==> config.mk <==
export PLATFORM = sky130hd
export DESIGN_NAME = idiv_unit
export DESIGN_NICKNAME = d
export VERILOG_FILES = /design/src/rtl/idiv_pkg.sv /design/src/rtl/idiv_prep.sv /design/src/rtl/idiv_core.sv /design/src/rtl/idiv_fixup.sv /design/src/rtl/idiv_unit.sv
export SDC_FILE = /design/constraint.sdc
export NUM_CORES = 1
export LEC_CHECK = 0
export CAP_MARGIN = 20
export CORE_MARGIN = 2
export CORE_UTILIZATION = 34
export CTS_CLUSTER_SIZE = 10
export DETAILED_ROUTE_END_ITERATION = 16
export HOLD_SLACK_MARGIN = 0.12
export SYNTH_ARGS = -nofsm -noshare
export SYNTH_HDL_FRONTEND = slang
export SYNTH_HIERARCHICAL = 1
export SYNTH_SLANG_ARGS = --single-unit
==> constraint.sdc <==
create_clock -name clk -period 8.6 [get_ports clk]
set_input_delay 1.72 -clock clk [delete_from_list [all_inputs] [get_ports clk]]
set_output_delay 1.72 -clock clk [all_outputs]
set_load 0.05 [all_outputs]
==> src/rtl/idiv_pkg.sv <==
package idiv_pkg;

    typedef enum logic [1:0] {
        FN_DIV  = 2'b00,
        FN_DIVU = 2'b01,
        FN_REM  = 2'b10,
        FN_REMU = 2'b11
    } idiv_fn_e;

    typedef enum logic [1:0] {
        ST_IDLE = 2'd0,
        ST_RUN  = 2'd1,
        ST_RESP = 2'd2
    } idiv_state_e;

    function automatic logic fn_is_signed(input idiv_fn_e f);
        return !f[0];
    endfunction

    function automatic logic fn_wants_rem(input idiv_fn_e f);
        return f[1];
    endfunction

endpackage

==> src/rtl/idiv_prep.sv <==
// Operand conditioning: magnitudes, result signs and the two fixed-result cases.
module idiv_prep
    import idiv_pkg::*;
#(
    parameter int W = 32
) (
    input  logic [W-1:0] a,
    input  logic [W-1:0] b,
    input  idiv_fn_e     fn,
    output logic [W-1:0] a_mag,
    output logic [W-1:0] b_mag,
    output logic         q_neg,
    output logic         r_neg,
    output logic         special,
    output logic [W-1:0] special_res
);
    localparam logic [W-1:0] MOST_NEG = {1'b1, {(W-1){1'b0}}};

    logic sgn, a_neg, b_neg, zero_div, ovf;

    always_comb begin
        sgn      = fn_is_signed(fn);
        a_neg    = sgn & a[W-1];
        b_neg    = sgn & b[W-1];
        a_mag    = a_neg ? -a : a;
        b_mag    = b_neg ? -b : b;
        q_neg    = a_neg ^ b_neg;
        r_neg    = a_neg;
        zero_div = (b == '0);
        ovf      = sgn && (a == MOST_NEG) && (b == '1);
        special  = zero_div || ovf;
        if (zero_div) begin
            special_res = fn_wants_rem(fn) ? a : '1;
        end else begin
            special_res = fn_wants_rem(fn) ? '0 : MOST_NEG;
        end
    end

endmodule

==> src/rtl/idiv_core.sv <==
// Restoring shift-subtract core: one quotient bit per step on magnitudes.
module idiv_core #(
    parameter int W = 32
) (
    input  logic         clk,
    input  logic         rst_n,
    input  logic         load,
    input  logic         step,
    input  logic [W-1:0] dividend,
    input  logic [W-1:0] divisor,
    output logic [W-1:0] quo,
    output logic [W-1:0] rem,
    output logic         done
);
    localparam int CW = $clog2(W + 1);
    localparam logic [CW-1:0] LAST = CW'(W);

    logic [W-1:0]  rem_q, quo_q, dvs_q;
    logic [CW-1:0] cnt_q;
    logic [W:0]    shifted;
    logic [W-1:0]  diff, rem_nx, quo_nx;
    logic          ge;

    always_comb begin
        shifted = {rem_q, quo_q[W-1]};
        ge      = shifted >= {1'b0, dvs_q};
        diff    = shifted[W-1:0] - dvs_q;
        rem_nx  = ge ? diff : shifted[W-1:0];
        quo_nx  = {quo_q[W-2:0], ge};
    end

    always_ff @(posedge clk or negedge rst_n) begin
        if (!rst_n) begin
            rem_q <= '0;
            quo_q <= '0;
            dvs_q <= '0;
            cnt_q <= '0;
        end else if (load) begin
            rem_q <= '0;
            quo_q <= dividend;
            dvs_q <= divisor;
            cnt_q <= '0;
        end else if (step && !done) begin
            rem_q <= rem_nx;
            quo_q <= quo_nx;
            cnt_q <= cnt_q + 1'b1;
        end
    end

    assign done = (cnt_q == LAST);
    assign quo  = quo_q;
    assign rem  = rem_q;

    // a finished magnitude remainder is always below the divisor
    p_rem_below_divisor_r3: assert property (@(posedge clk) disable iff (!rst_n)
        done |-> (rem_q < dvs_q));

endmodule

==> src/rtl/idiv_fixup.sv <==
// Sign correction applied to the magnitude results.
module idiv_fixup #(
    parameter int W = 32
) (
    input  logic [W-1:0] quo,
    input  logic [W-1:0] rem,
    input  logic         q_neg,
    input  logic         r_neg,
    input  logic         want_rem,
    output logic [W-1:0] res
);
    always_comb begin
        if (want_rem) begin
            res = r_neg ? -rem : rem;
        end else begin
            res = q_neg ? -quo : quo;
        end
    end

endmodule

==> src/rtl/idiv_unit.sv <==
module idiv_unit
    import idiv_pkg::*;
#(
    parameter int XLEN = 32
) (
    input  logic            clk,
    input  logic            rst_n,
    input  logic            req_valid,
    output logic            req_ready,
    input  logic [1:0]      req_fn,
    input  logic [XLEN-1:0] req_a,
    input  logic [XLEN-1:0] req_b,
    output logic            resp_valid,
    input  logic            resp_ready,
    output logic [XLEN-1:0] resp_data
);
    localparam logic [XLEN-1:0] MOST_NEG = {1'b1, {(XLEN-1){1'b0}}};

    idiv_state_e     state_q, state_nx;
    idiv_fn_e        fn;
    logic            accept;
    logic [XLEN-1:0] a_mag, b_mag, special_res, core_quo, core_rem, fix_res, res_q;
    logic            q_neg, r_neg, special, core_done;
    logic            q_neg_q, r_neg_q, rem_sel_q;

    assign fn     = idiv_fn_e'(req_fn);
    assign accept = req_valid && req_ready;

    idiv_prep #(.W(XLEN)) u_prep (
        .a(req_a), .b(req_b), .fn(fn),
        .a_mag(a_mag), .b_mag(b_mag),
        .q_neg(q_neg), .r_neg(r_neg),
        .special(special), .special_res(special_res)
    );

    idiv_core #(.W(XLEN)) u_core (
        .clk(clk), .rst_n(rst_n),
        .load(accept && !special),
        .step(state_q == ST_RUN),
        .dividend(a_mag), .divisor(b_mag),
        .quo(core_quo), .rem(core_rem), .done(core_done)
    );

    idiv_fixup #(.W(XLEN)) u_fix (
        .quo(core_quo), .rem(core_rem),
        .q_neg(q_neg_q), .r_neg(r_neg_q), .want_rem(rem_sel_q),
        .res(fix_res)
    );

    // state register
    always_ff @(posedge clk or negedge rst_n) begin
        if (!rst_n) state_q <= ST_IDLE;
        else        state_q <= state_nx;
    end

    // next-state logic
    always_comb begin
        state_nx = state_q;
        unique case (state_q)
            ST_IDLE: if (accept)     state_nx = special ? ST_RESP : ST_RUN;
            ST_RUN:  if (core_done)  state_nx = ST_RESP;
            ST_RESP: if (resp_ready) state_nx = ST_IDLE;
            default:                 state_nx = ST_IDLE;
        endcase
    end

    // outputs
    always_comb begin
        req_ready  = (state_q == ST_IDLE);
        resp_valid = (state_q == ST_RESP);
        resp_data  = res_q;
    end

    // request context and result register
    always_ff @(posedge clk or negedge rst_n) begin
        if (!rst_n) begin
            q_neg_q   <= 1'b0;
            r_neg_q   <= 1'b0;
            rem_sel_q <= 1'b0;
            res_q     <= '0;
        end else begin
            if (accept) begin
                q_neg_q   <= q_neg;
                r_neg_q   <= r_neg;
                rem_sel_q <= fn_wants_rem(fn);
                if (special) res_q <= special_res;
            end
            if (state_q == ST_RUN && core_done) res_q <= fix_res;
        end
    end

    p_zero_quot_r4: assert property (@(posedge clk) disable iff (!rst_n)
        (accept && !req_fn[1] && req_b == '0) |=> (resp_valid && resp_data == '1));

    p_zero_rem_r5: assert property (@(posedge clk) disable iff (!rst_n)
        (accept && req_fn[1] && req_b == '0) |=> (resp_valid && resp_data == $past(req_a)));

    p_ovf_quot_r6: assert property (@(posedge clk) disable iff (!rst_n)
        (accept && req_fn == 2'b00 && req_a == MOST_NEG && req_b == '1)
        |=> (resp_valid && resp_data == MOST_NEG));

    p_ovf_rem_r6: assert property (@(posedge clk) disable iff (!rst_n)
        (accept && req_fn == 2'b10 && req_a == MOST_NEG && req_b == '1)
        |=> (resp_valid && resp_data == '0));

    p_iter_wait_r7: assert property (@(posedge clk) disable iff (!rst_n)
        (accept && req_fn[0] && req_b != '0) |=> (!resp_valid && !req_ready));

    p_hold_r9: assert property (@(posedge clk) disable iff (!rst_n)
        (resp_valid && !resp_ready) |=> (resp_valid && $stable(resp_data)));

    p_release_r9: assert property (@(posedge clk) disable iff (!rst_n)
        (resp_valid && resp_ready) |=> (req_ready && !resp_valid));

endmodule

==> run summary, run 1 <==
Post_cts resized: 0
Worst reg2reg path depth: 11
Ports: 104
Largest net degree at the start of global routing: 65
GPL Wtd Cong: 0.883
MaxCap Viol Count: 0
# nets final: 1587
Xor and xnor area share after synthesis: 0.102
Synth-to-Final Area Change: 15.7%
Clock slew at reported path FFs: 0.07 ns
CTS Sinks: 139
Yosys warnings: 6
Async set-or-reset flop fraction in the synthesized netlist: 1.00
R2r endpoint: u_core/rem[26]
Yosys cell types: 80
Synthesized-area fraction occupied by adder cells: 0.0414
Worst hold endpoint: resp_data[17]
Fin cells: 1952
# H-tree levels: 4
Routed wire length: 36000 um
Avg Inst Size Synth: 8.61 um2
Hold Crit Start: resp_data[17]
Crit path kind: input pin to flip-flop
Crit path time final: 5.30 ns
Worst IR drop on VDD: 0.171 mV
Fin Setup TNS: 0 ns
Starting Density: 0.345
Sequential fraction of the synthesis area: 0.284
Postcts setup bufs: 0
Share of layout cells above drive strength 1: 0.100
Instance area at placement: 13500 um2
Hold Fails Final Rpt: 0
Hold Path Depth: 1
Period utilization: 0.616
Cells after DPL: 1919
WP data required: 8.91 ns
Die height: 194 um
Routed len/inst: 18.4 um
Reg2reg start: u_core/quo[31]
Worst Path Arrival: 5.61 ns
Simple-Gate Fraction of Synth Area: 0.175
Root Buffer: clkbuf_16
Status: complete, no violations
Final instance area: 14200 um2
Seq cells post-synth: 139
Worst min path class: flip-flop to flip-flop
Routed Antenna Nets: 0
Worst-Skew Late Latency: 0.43 ns
Dominant cell type by area after synthesis: dfrtp_1
Maximum buffer depth of the clock tree: 2
Final Max Slew Viols: 0
FMAX: 0.189 GHz
Commonest non-fill, non-tap cell in the layout: dfrtp_1
Slew @ Worst Pin: 1.14 ns
Clock Skews: 0.0120 ns
Max transition margin: 0.238
1st-iter DRT viols: 839
Share of the synthesized area in the top cell type: 0.284
DIE WIDTH: 194 um
PortBufs: 103
Antenna violations before repair: 0
Multiplexer area fraction after synthesis: 0.140
R2R Setup Slk: 4.95 ns
Main combinational cell family by area after synthesis: compound AO/OA/AOI/OAI gates
Hold buffer count at CTS: 0
Core Area: 35600 um2
Critical Path Sink Type: flip-flop
CTS tree: done
Crit-path max FO: 32
Dpl hpwl: 26900 um
Number of synthesized flops with an enable pin: 0
Floorplan row count: 69
Most frequent cells in the layout: dfrtp_1 (138), nand2_1 (129), o21ai_0 (119), clkdlybuf4s50_1 (102), nor2_1 (101)
Post-Synthesis Cell Area: 12300 um2
Vias per inst: 5.47
Syn_nets: 1534
Top post-synthesis cells by area: dfrtp_1 (28%), mux2_4 (7.1%), mux2i_1 (5.8%)
Wire length of the first global-routing pass: 57800 um
Leakage: 6.03 nW
Compound-gate portion of the synthesized area: 0.196
Mapped Cells: 1424
Top_reg_cell synth: dfrtp_1
First-pass detailed-route iteration total: 5
Final count of negative-setup-slack endpoints: 0
Via count: 10700
PwrDens: 383 nW/um2
DR DRC count: 0
Vias in the first global route: 10400
Die Area: 37600 um2
Global-route usage over all layers: 0.190
CTS Buf Count: 17
RSZ-0062 raised after global routing: false
Total global routing overflow: 0
Type of origin of the critical path: input pin
## cell usage after synthesis, types with 4 or more instances
cell	n
buf_1	6
o211ai_1	7
nor2b_1	12
mux2_2	11
or2_2	4
o31ai_1	20
nor3b_1	4
a31oi_1	18
o41ai_1	20
a211oi_1	28
mux2_4	58
o21ai_0	119
a21oi_1	93
nor3_1	22
o21a_1	10
and3_1	6
dfrtp_1	139
and2_1	8
nand2_1	129
nand3_1	21
ha_1	39
buf_6	15
nand2b_1	12
clkbuf_1	49
or4_1	7
o41ai_2	5
nor2_1	101
inv_1	86
nand3b_1	4
mux2i_1	71
a21o_1	15
nor4_1	28
buf_2	9
o21bai_1	7
xnor2_1	63
or3_1	11
nand4b_1	4
xor2_1	80
nand4_1	22
## worst max-delay path: stages
cell	delay (ns)
clkdlybuf4s50_1	0.46
nor4_1	0.54
nand3_1	0.38
nor4b_4	0.59
inv_2	0.07
o41ai_2	0.53
nand3b_1	0.21
a21oi_4	0.18
buf_4	0.49
mux2_2	0.40
## registers in the layout, indices dropped and copies added, names as in the netlist
| name | count |
|---|---|
| state_q | 2 |
| u_core/quo | 32 |
| resp_data | 32 |
| r_neg_q | 1 |
| u_core/rem | 32 |
| rem_sel_q | 1 |
| u_core/cnt_q | 6 |
| q_neg_q | 1 |
| u_core/dvs_q | 32 |
## routing by layer
| layer | vias up | wire length (um) | track usage |
|---|---|---|---|
| li1 | 5223 | - | - |
| met1 | 5131 | 17500 | 0.271 |
| met2 | 294 | 16100 | 0.301 |
| met3 | 38 | 1610 | 0.0245 |
| met4 | 0 | 748 | 0.0519 |
| met5 | - | 0 | 0 |
## metrics by stage
stage / power, mW / setup slack [ns] / hold slack, ns / util
final: 5.44 / 3.30 / 0.509 / 0.399
after floorplan: 3.80 / 4.11 / 0.479 / -
after global routing: 5.89 / 3.07 / 0.530 / 0.399
after global placement: 4.53 / 2.97 / 0.498 / 0.381
after detailed placement: 4.56 / 2.89 / 0.497 / 0.381
after CTS: 5.42 / 3.34 / 0.517 / 0.399
## logic make-up (layout without fill, tap and decap cells)
kind of cell             Yosys count  after routing
buffers and inverters            168            234
AO/OA/AOI/OAI                    376            376
other                              0              1
flip-flops                       139            139
multiplexers                     141            141
AND/OR/NAND/NOR                  417            417
adder cells (fa/ha/maj)           40             40
XOR/XNOR                         143            143
## report_power, final
part,internal (mW),leakage (nW),total [mW],switching [mW]
clock network,0.502,0.310,0.829,0.328
logic,1.38,3.97,3.23,1.85
registers,0.923,1.74,1.38,0.454
## worst max-delay path by stage
| stage | start | end | slack (ns) | cells after the start |
|---|---|---|---|---|
| final | req_a[6] | resp_data[15] | 3.30 | 10 |
| after global routing | req_a[6] | resp_data[15] | 3.07 | 10 |
| after floorplan | req_a[17] | resp_data[17] | 4.11 | 9 |
| after global placement | req_b[19] | resp_data[15] | 2.97 | 11 |
| after detailed placement | req_a[6] | resp_data[15] | 2.89 | 10 |
| after CTS | req_a[6] | resp_data[15] | 3.34 | 10 |
## layout make-up
cell class	count	area [um2]
multi-input cells	1117	8030
clock buffers	18	439
well taps	461	577
fillers	3672	21400
repair buffers	115	1120
inverters	87	327
clock inverters	14	208
diodes	1	2.50
flip-flops and latches	139	3480
(Power assumes the default switching activity.)
==> run 2, diff against run 1 <==
- clock period: 8.6 -> 5.2 ns (I/O delays scaled with it)
==> run summary, run 2 (same netlist as run 1, synthesis figures left out) <==
Wire length of the first global-routing pass: 57900 um (was 57800 um)
# H-tree levels: 4 (unchanged)
PwrDens: 627 nW/um2 (was 383 nW/um2)
Sw frac: 0.489 (was 0.484)
Die Area: 37600 um2 (unchanged)
Cell-internal power: 4.55 mW (was 2.81 mW)
Vias per inst: 5.47 (about the same)
Clock slew at reported path FFs: 0.07 ns (about the same)
Worst IR drop on VDD: 0.220 mV (was 0.171 mV)
Worst Path Arrival: 4.52 ns (was 5.61 ns)
DIE WIDTH: 194 um (unchanged)
Worst reg2reg path depth: 11 (unchanged)
CTS Sinks: 139 (unchanged)
M3 GR Usage: 0.0294 (was 0.0245)
Core Area: 35600 um2 (unchanged)
Routed wire length: 35800 um (was 36000 um)
# nets final: 1592 (was 1587)
GPL Wtd Cong: 0.894 (was 0.883)
Type of origin of the critical path: input pin (unchanged)
MaxCap Viol Count: 0 (unchanged)
WP data required: 5.52 ns (was 8.91 ns)
Die height: 194 um (unchanged)
Hold buffer count at CTS: 0 (unchanged)
Vias in the first global route: 10500 (was 10400)
Leakage: 6.04 nW (was 6.03 nW)
Synth-to-Final Area Change: 15.9% (was 15.7%)
Fin Setup TNS: 0 ns (unchanged)
Post_cts resized: 0 (unchanged)
Maximum buffer depth of the clock tree: 2 (unchanged)
Final instance area: 14200 um2 (about the same)
Antenna violations before repair: 0 (unchanged)
Routed len/inst: 18.3 um (was 18.4 um)
Final core utilization: 0.399 (about the same)
Antenna Cells: 0 (was 1)
Via count: 10700 (about the same)
CTS Buf Count: 17 (unchanged)
DR DRC count: 0 (unchanged)
Commonest non-fill, non-tap cell in the layout: dfrtp_1 (unchanged)
Clock Skews: 0.0145 ns (was 0.0120 ns)
Worst-Skew Late Latency: 0.44 ns (was 0.43 ns)
Most frequent cells in the layout: dfrtp_1 (138), nand2_1 (129), o21ai_0 (119), clkdlybuf4s50_1 (102), nor2_1 (101) (unchanged)
R2r endpoint: u_core/rem[26] (unchanged)
RSZ-0062 raised after global routing: false (unchanged)
PortBufs: 103 (unchanged)
GRT met1 Usage: 0.267 (was 0.271)
Slew @ Worst Pin: 1.08 ns (was 1.14 ns)
Instance area at placement: 13600 um2 (was 13500 um2)
Reg2reg start: u_core/quo[31] (unchanged)
Global-route usage over all layers: 0.189 (was 0.190)
Final count of negative-setup-slack endpoints: 0 (unchanged)
Routed Antenna Nets: 0 (unchanged)
Worst min path class: input pin to asynchronous set/reset pin (was flip-flop to flip-flop)
P_sw: 4.36 mW (was 2.63 mW)
Crit path kind: input pin to flip-flop (unchanged)
M2 GR Usage: 0.299 (was 0.301)
R2R Setup Slk: 1.68 ns (was 4.95 ns)
Busiest grt layer: met2 (unchanged)
Crit path time final: 4.21 ns
FMAX: 0.238 GHz
Dpl hpwl: 26500 um (was 26900 um)
Period utilization: 0.809
Root Buffer: clkbuf_16 (unchanged)
Logic pwr share: 0.599 (was 0.594)
Starting Density: 0.345 (unchanged)
Total global routing overflow: 0 (unchanged)
Clock power share: 0.144 (was 0.153)
Crit-path max FO: 32 (unchanged)
Critical Path Sink Type: flip-flop (unchanged)
Hold Fails Final Rpt: 0 (unchanged)
Share of layout cells above drive strength 1: 0.103 (was 0.100)
1st-iter DRT viols: 819 (was 839)
Final Max Slew Viols: 0 (unchanged)
Ports: 104 (unchanged)
Floorplan row count: 69 (unchanged)
CTS tree: done (unchanged)
Status: complete, no violations (unchanged)
Largest net degree at the start of global routing: 108 (was 65)
Postcts setup bufs: 0 (unchanged)
Flop pwr share: 0.256 (was 0.253)
Max transition margin: 0.282 (was 0.238)
First-pass detailed-route iteration total: 6 (was 5)
## run 2: cell count changes in the layout (fill, tap and decap cells not counted), sizes merged
cell,delta
inv,-1
bufinv,-2
clkinvlp,+1
diode,-1
clkinv,+2
buf,+5
## run 2: metal layers
metal	vias up	share of wire	wire, um
met1	5142	0.49	17600
li1	5239	-	-
met4	0	0.017	607
met2	272	0.45	16000
met3	46	0.045	1620
met5	-	0	0
## run 2: worst max path at each step
stage,from,endpoint,slack (ns)
after global placement,req_a[6],resp_data[15],0.57
after CTS,req_a[17],resp_data[16],0.99
after floorplan,req_a[17],resp_data[17],1.39
after detailed placement,req_a[17],resp_data[15],0.54
final,req_a[17],resp_data[16],0.99
after global routing,req_a[6],resp_data[16],0.77
## run 2: layout make-up
cell class,count,area [um2]
Tap cell,461,577
Multi-Input combinational cell,1117,8030
Sequential cell,139,3480
Inverter,87,327
Fill cell,3629,21400
Clock buffer,18,439
Clock inverter,14,160
Timing Repair Buffer,120,1190
## run 2: critical path, stage by stage
cell and delay [ns]:
clkdlybuf4s50_1 0.43, or4_4 0.56, or3_4 0.38, nor4b_4 0.37, inv_2 0.08, o41ai_2 0.57
nand3b_1 0.22, a21oi_4 0.21, buf_12 0.25, mux2_2 0.36
## run 2: per-stage QoR
step	std cells	hold WS, ns	setup slack (ns)	power [mW]
final	1956	0.388	0.994	8.91
after global routing	1956	0.377	0.770	9.64
after CTS	1955	0.512	0.986	8.88
after detailed placement	1923	0.497	0.542	7.55
after global placement	1923	0.492	0.574	7.47
after floorplan	1424	0.479	1.39	6.28
## run 2: power by group through the flow
stage / registers [mW] / clock network, mW / logic (mW)
5_1_grt: 2.38 / 1.36 / 5.90
6_report: 2.28 / 1.29 / 5.34
2_1_floorplan: 1.96 / 0 / 4.32
3_5_place_dp: 2.30 / 0 / 5.25
4_1_cts: 2.28 / 1.31 / 5.29
3_3_place_gp: 2.28 / 0 / 5.19
==> run 3, diff against run 2 <==
- clock period: 5.2 -> 3.75 ns (I/O delays scaled with it)
==> run summary, run 3 (same netlist as run 1, synthesis figures left out) <==
Floorplan row count: 69 (unchanged)
PwrDens: 847 nW/um2 (was 627 nW/um2)
Leakage: 6.57 nW (was 6.04 nW)
Vias per inst: 5.40 (was 5.47)
Dpl hpwl: 27800 um (was 26500 um)
Worst Path Arrival: 3.96 ns (was 4.52 ns)
Via count: 11100 (was 10700)
Worst-Skew Late Latency: 0.43 ns (was 0.44 ns)
DR DRC count: 0 (unchanged)
PnR worst setup slack: 0.106 ns (was 0.994 ns)
GPL Wtd Cong: 0.924 (was 0.894)
Crit path kind: input pin to flip-flop (unchanged)
Clock Skews: 0.0116 ns (was 0.0145 ns)
MaxCap Viol Count: 0 (unchanged)
First-pass detailed-route iteration total: 5 (was 6)
Max transition margin: 0.302 (was 0.282)
Crit-path cells: clkdlybuf4s50_1 -> or4_4 -> or3_4 -> nor4b_4 -> inv_2 -> o41ai_4 -> nand3b_1 -> a21oi_4 -> buf_12 -> mux2_2 (was clkdlybuf4s50_1 -> or4_4 -> or3_4 -> nor4b_4 -> inv_2 -> o41ai_2 -> nand3b_1 -> a21oi_4 -> buf_12 -> mux2_2)
Postcts setup bufs: 0 (unchanged)
Crit-path max FO: 32 (unchanged)
Global-route usage over all layers: 0.194 (was 0.189)
DIE WIDTH: 194 um (unchanged)
Crit path time final: 3.64 ns
FMAX: 0.274 GHz
Root Buffer: clkbuf_16 (unchanged)
Antenna Cells: 0 (unchanged)
R2R Setup Slk: 0.36 ns (was 1.68 ns)
Period utilization: 0.972
Reg2reg start: u_core/rem[0] (was u_core/quo[31])
CTS Buf Count: 17 (unchanged)
1st-iter DRT viols: 869 (was 819)
CTS tree: done (unchanged)
RSZ-0062 raised after global routing: false (unchanged)
Worst IR drop on VDD: 0.379 mV (was 0.220 mV)
Worst stage delay on the critical path: 0.55 ns (was 0.57 ns)
Final core utilization: 0.422 (was 0.399)
Maximum buffer depth of the clock tree: 2 (unchanged)
Hold_ws: 0.239 ns (was 0.388 ns)
Slew @ Worst Pin: 1.05 ns (was 1.08 ns)
Die height: 194 um (unchanged)
Worst min path class: input pin to asynchronous set/reset pin (unchanged)
Worst reg2reg path depth: 11 (unchanged)
Status: complete, no violations (unchanged)
Antenna violations before repair: 0 (unchanged)
WP data required: 4.07 ns (was 5.52 ns)
Ports: 104 (unchanged)
R2r endpoint: u_core/rem[22] (was u_core/rem[26])
Total global routing overflow: 0 (unchanged)
PortBufs: 103 (unchanged)
Core Area: 35600 um2 (unchanged)
Wire length of the first global-routing pass: 59500 um (was 57900 um)
Final count of negative-setup-slack endpoints: 0 (unchanged)
Clock slew at reported path FFs: 0.06 ns (was 0.07 ns)
Synth-to-Final Area Change: 22.6% (was 15.9%)
CTS Sinks: 139 (unchanged)
Vias in the first global route: 10900 (was 10500)
# nets final: 1698 (was 1592)
Die Area: 37600 um2 (unchanged)
Overall power: 12.7 mW (was 8.91 mW)
Worst Setup SP: req_a[17] (unchanged)
Largest net degree at the start of global routing: 74 (was 108)
Routed Antenna Nets: 0 (unchanged)
Routed len/inst: 17.7 um (was 18.3 um)
Critical path's top delay family: simple AND/OR/NAND/NOR gates (unchanged)
Crit-path slowest cell: or4_4 (was o41ai_2)
Final Max Slew Viols: 0 (unchanged)
Most frequent cells in the layout: dfrtp_1 (138), nand2_1 (129), o21ai_0 (119), buf_4 (118), clkdlybuf4s50_1 (102) (was dfrtp_1 (138), nand2_1 (129), o21ai_0 (119), clkdlybuf4s50_1 (102), nor2_1 (101))
Pre-CTS WS: -0.415 ns (was 0.542 ns)
Starting Density: 0.345 (unchanged)
Hold Fails Final Rpt: 0 (unchanged)
Hold buffer count at CTS: 0 (unchanged)
Routed wire length: 36600 um (was 35800 um)
Worst Path Buf+Inv: 3 (unchanged)
Critical Path Sink Type: flip-flop (unchanged)
Share of layout cells above drive strength 1: 0.162 (was 0.103)
Type of origin of the critical path: input pin (unchanged)
# H-tree levels: 4 (unchanged)
Commonest non-fill, non-tap cell in the layout: dfrtp_1 (unchanged)
Post_cts resized: 0 (unchanged)
-- run 3: worst reg2reg max path, delay by kind of cell, from the launching register on --
kind,cells,cell delay (ns)
adder cells (fa/ha/maj),1,0.47
buffers and inverters,2,0.34
AND/OR/NAND/NOR,3,0.41
AO/OA/AOI/OAI,5,1.56
flip-flops,1,0.52
-- run 3: stage by stage --
stage,setup TNS (ns),cells,instance area [um2]
floorplan,0,1424,12300
global placement,-21.86,2029,14400
detailed placement,-30.35,2029,14400
CTS,0,2061,15000
global route,0,2062,15000
finish,0,2062,15000
-- run 3: worst max-delay path by stage --
stage,endpoint,slack [ns],cells after the start
5_1_grt,resp_data[15],0.0007,10
6_report,resp_data[15],0.11,10
3_3_place_gp,resp_data[15],-0.38,10
2_1_floorplan,resp_data[17],0.23,9
4_1_cts,resp_data[15],0.04,10
3_5_place_dp,resp_data[15],-0.41,10
-- run 3: cell type report --
type | count | area, um2
Clock buffer | 19 | 443
Clock inverter | 13 | 119
Fill cell | 3563 | 20500
Inverter | 87 | 327
Multi-Input combinational cell | 1117 | 8050
Sequential cell | 139 | 3480
Tap cell | 461 | 577
Timing Repair Buffer | 226 | 2030
-- run 3: per-layer routing --
layer / global-route usage / up-vias / share of wire
met5: 0 / - / 0
met4: 0.0460 / 0 / 0.014
met3: 0.0322 / 36 / 0.054
met2: 0.311 / 330 / 0.46
met1: 0.272 / 5306 / 0.48
li1: - / 5453 / -
-- run 3: where the power goes --
| part | switching [mW] | leakage, nW | internal, mW | total (mW) |
|---|---|---|---|---|
| Combinational | 4.55 | 4.56 | 3.55 | 8.09 |
| Sequential | 0.845 | 1.74 | 2.12 | 2.97 |
| Clock | 0.725 | 0.266 | 0.933 | 1.66 |
| Total | 6.12 | 6.57 | 6.60 | 12.7 |
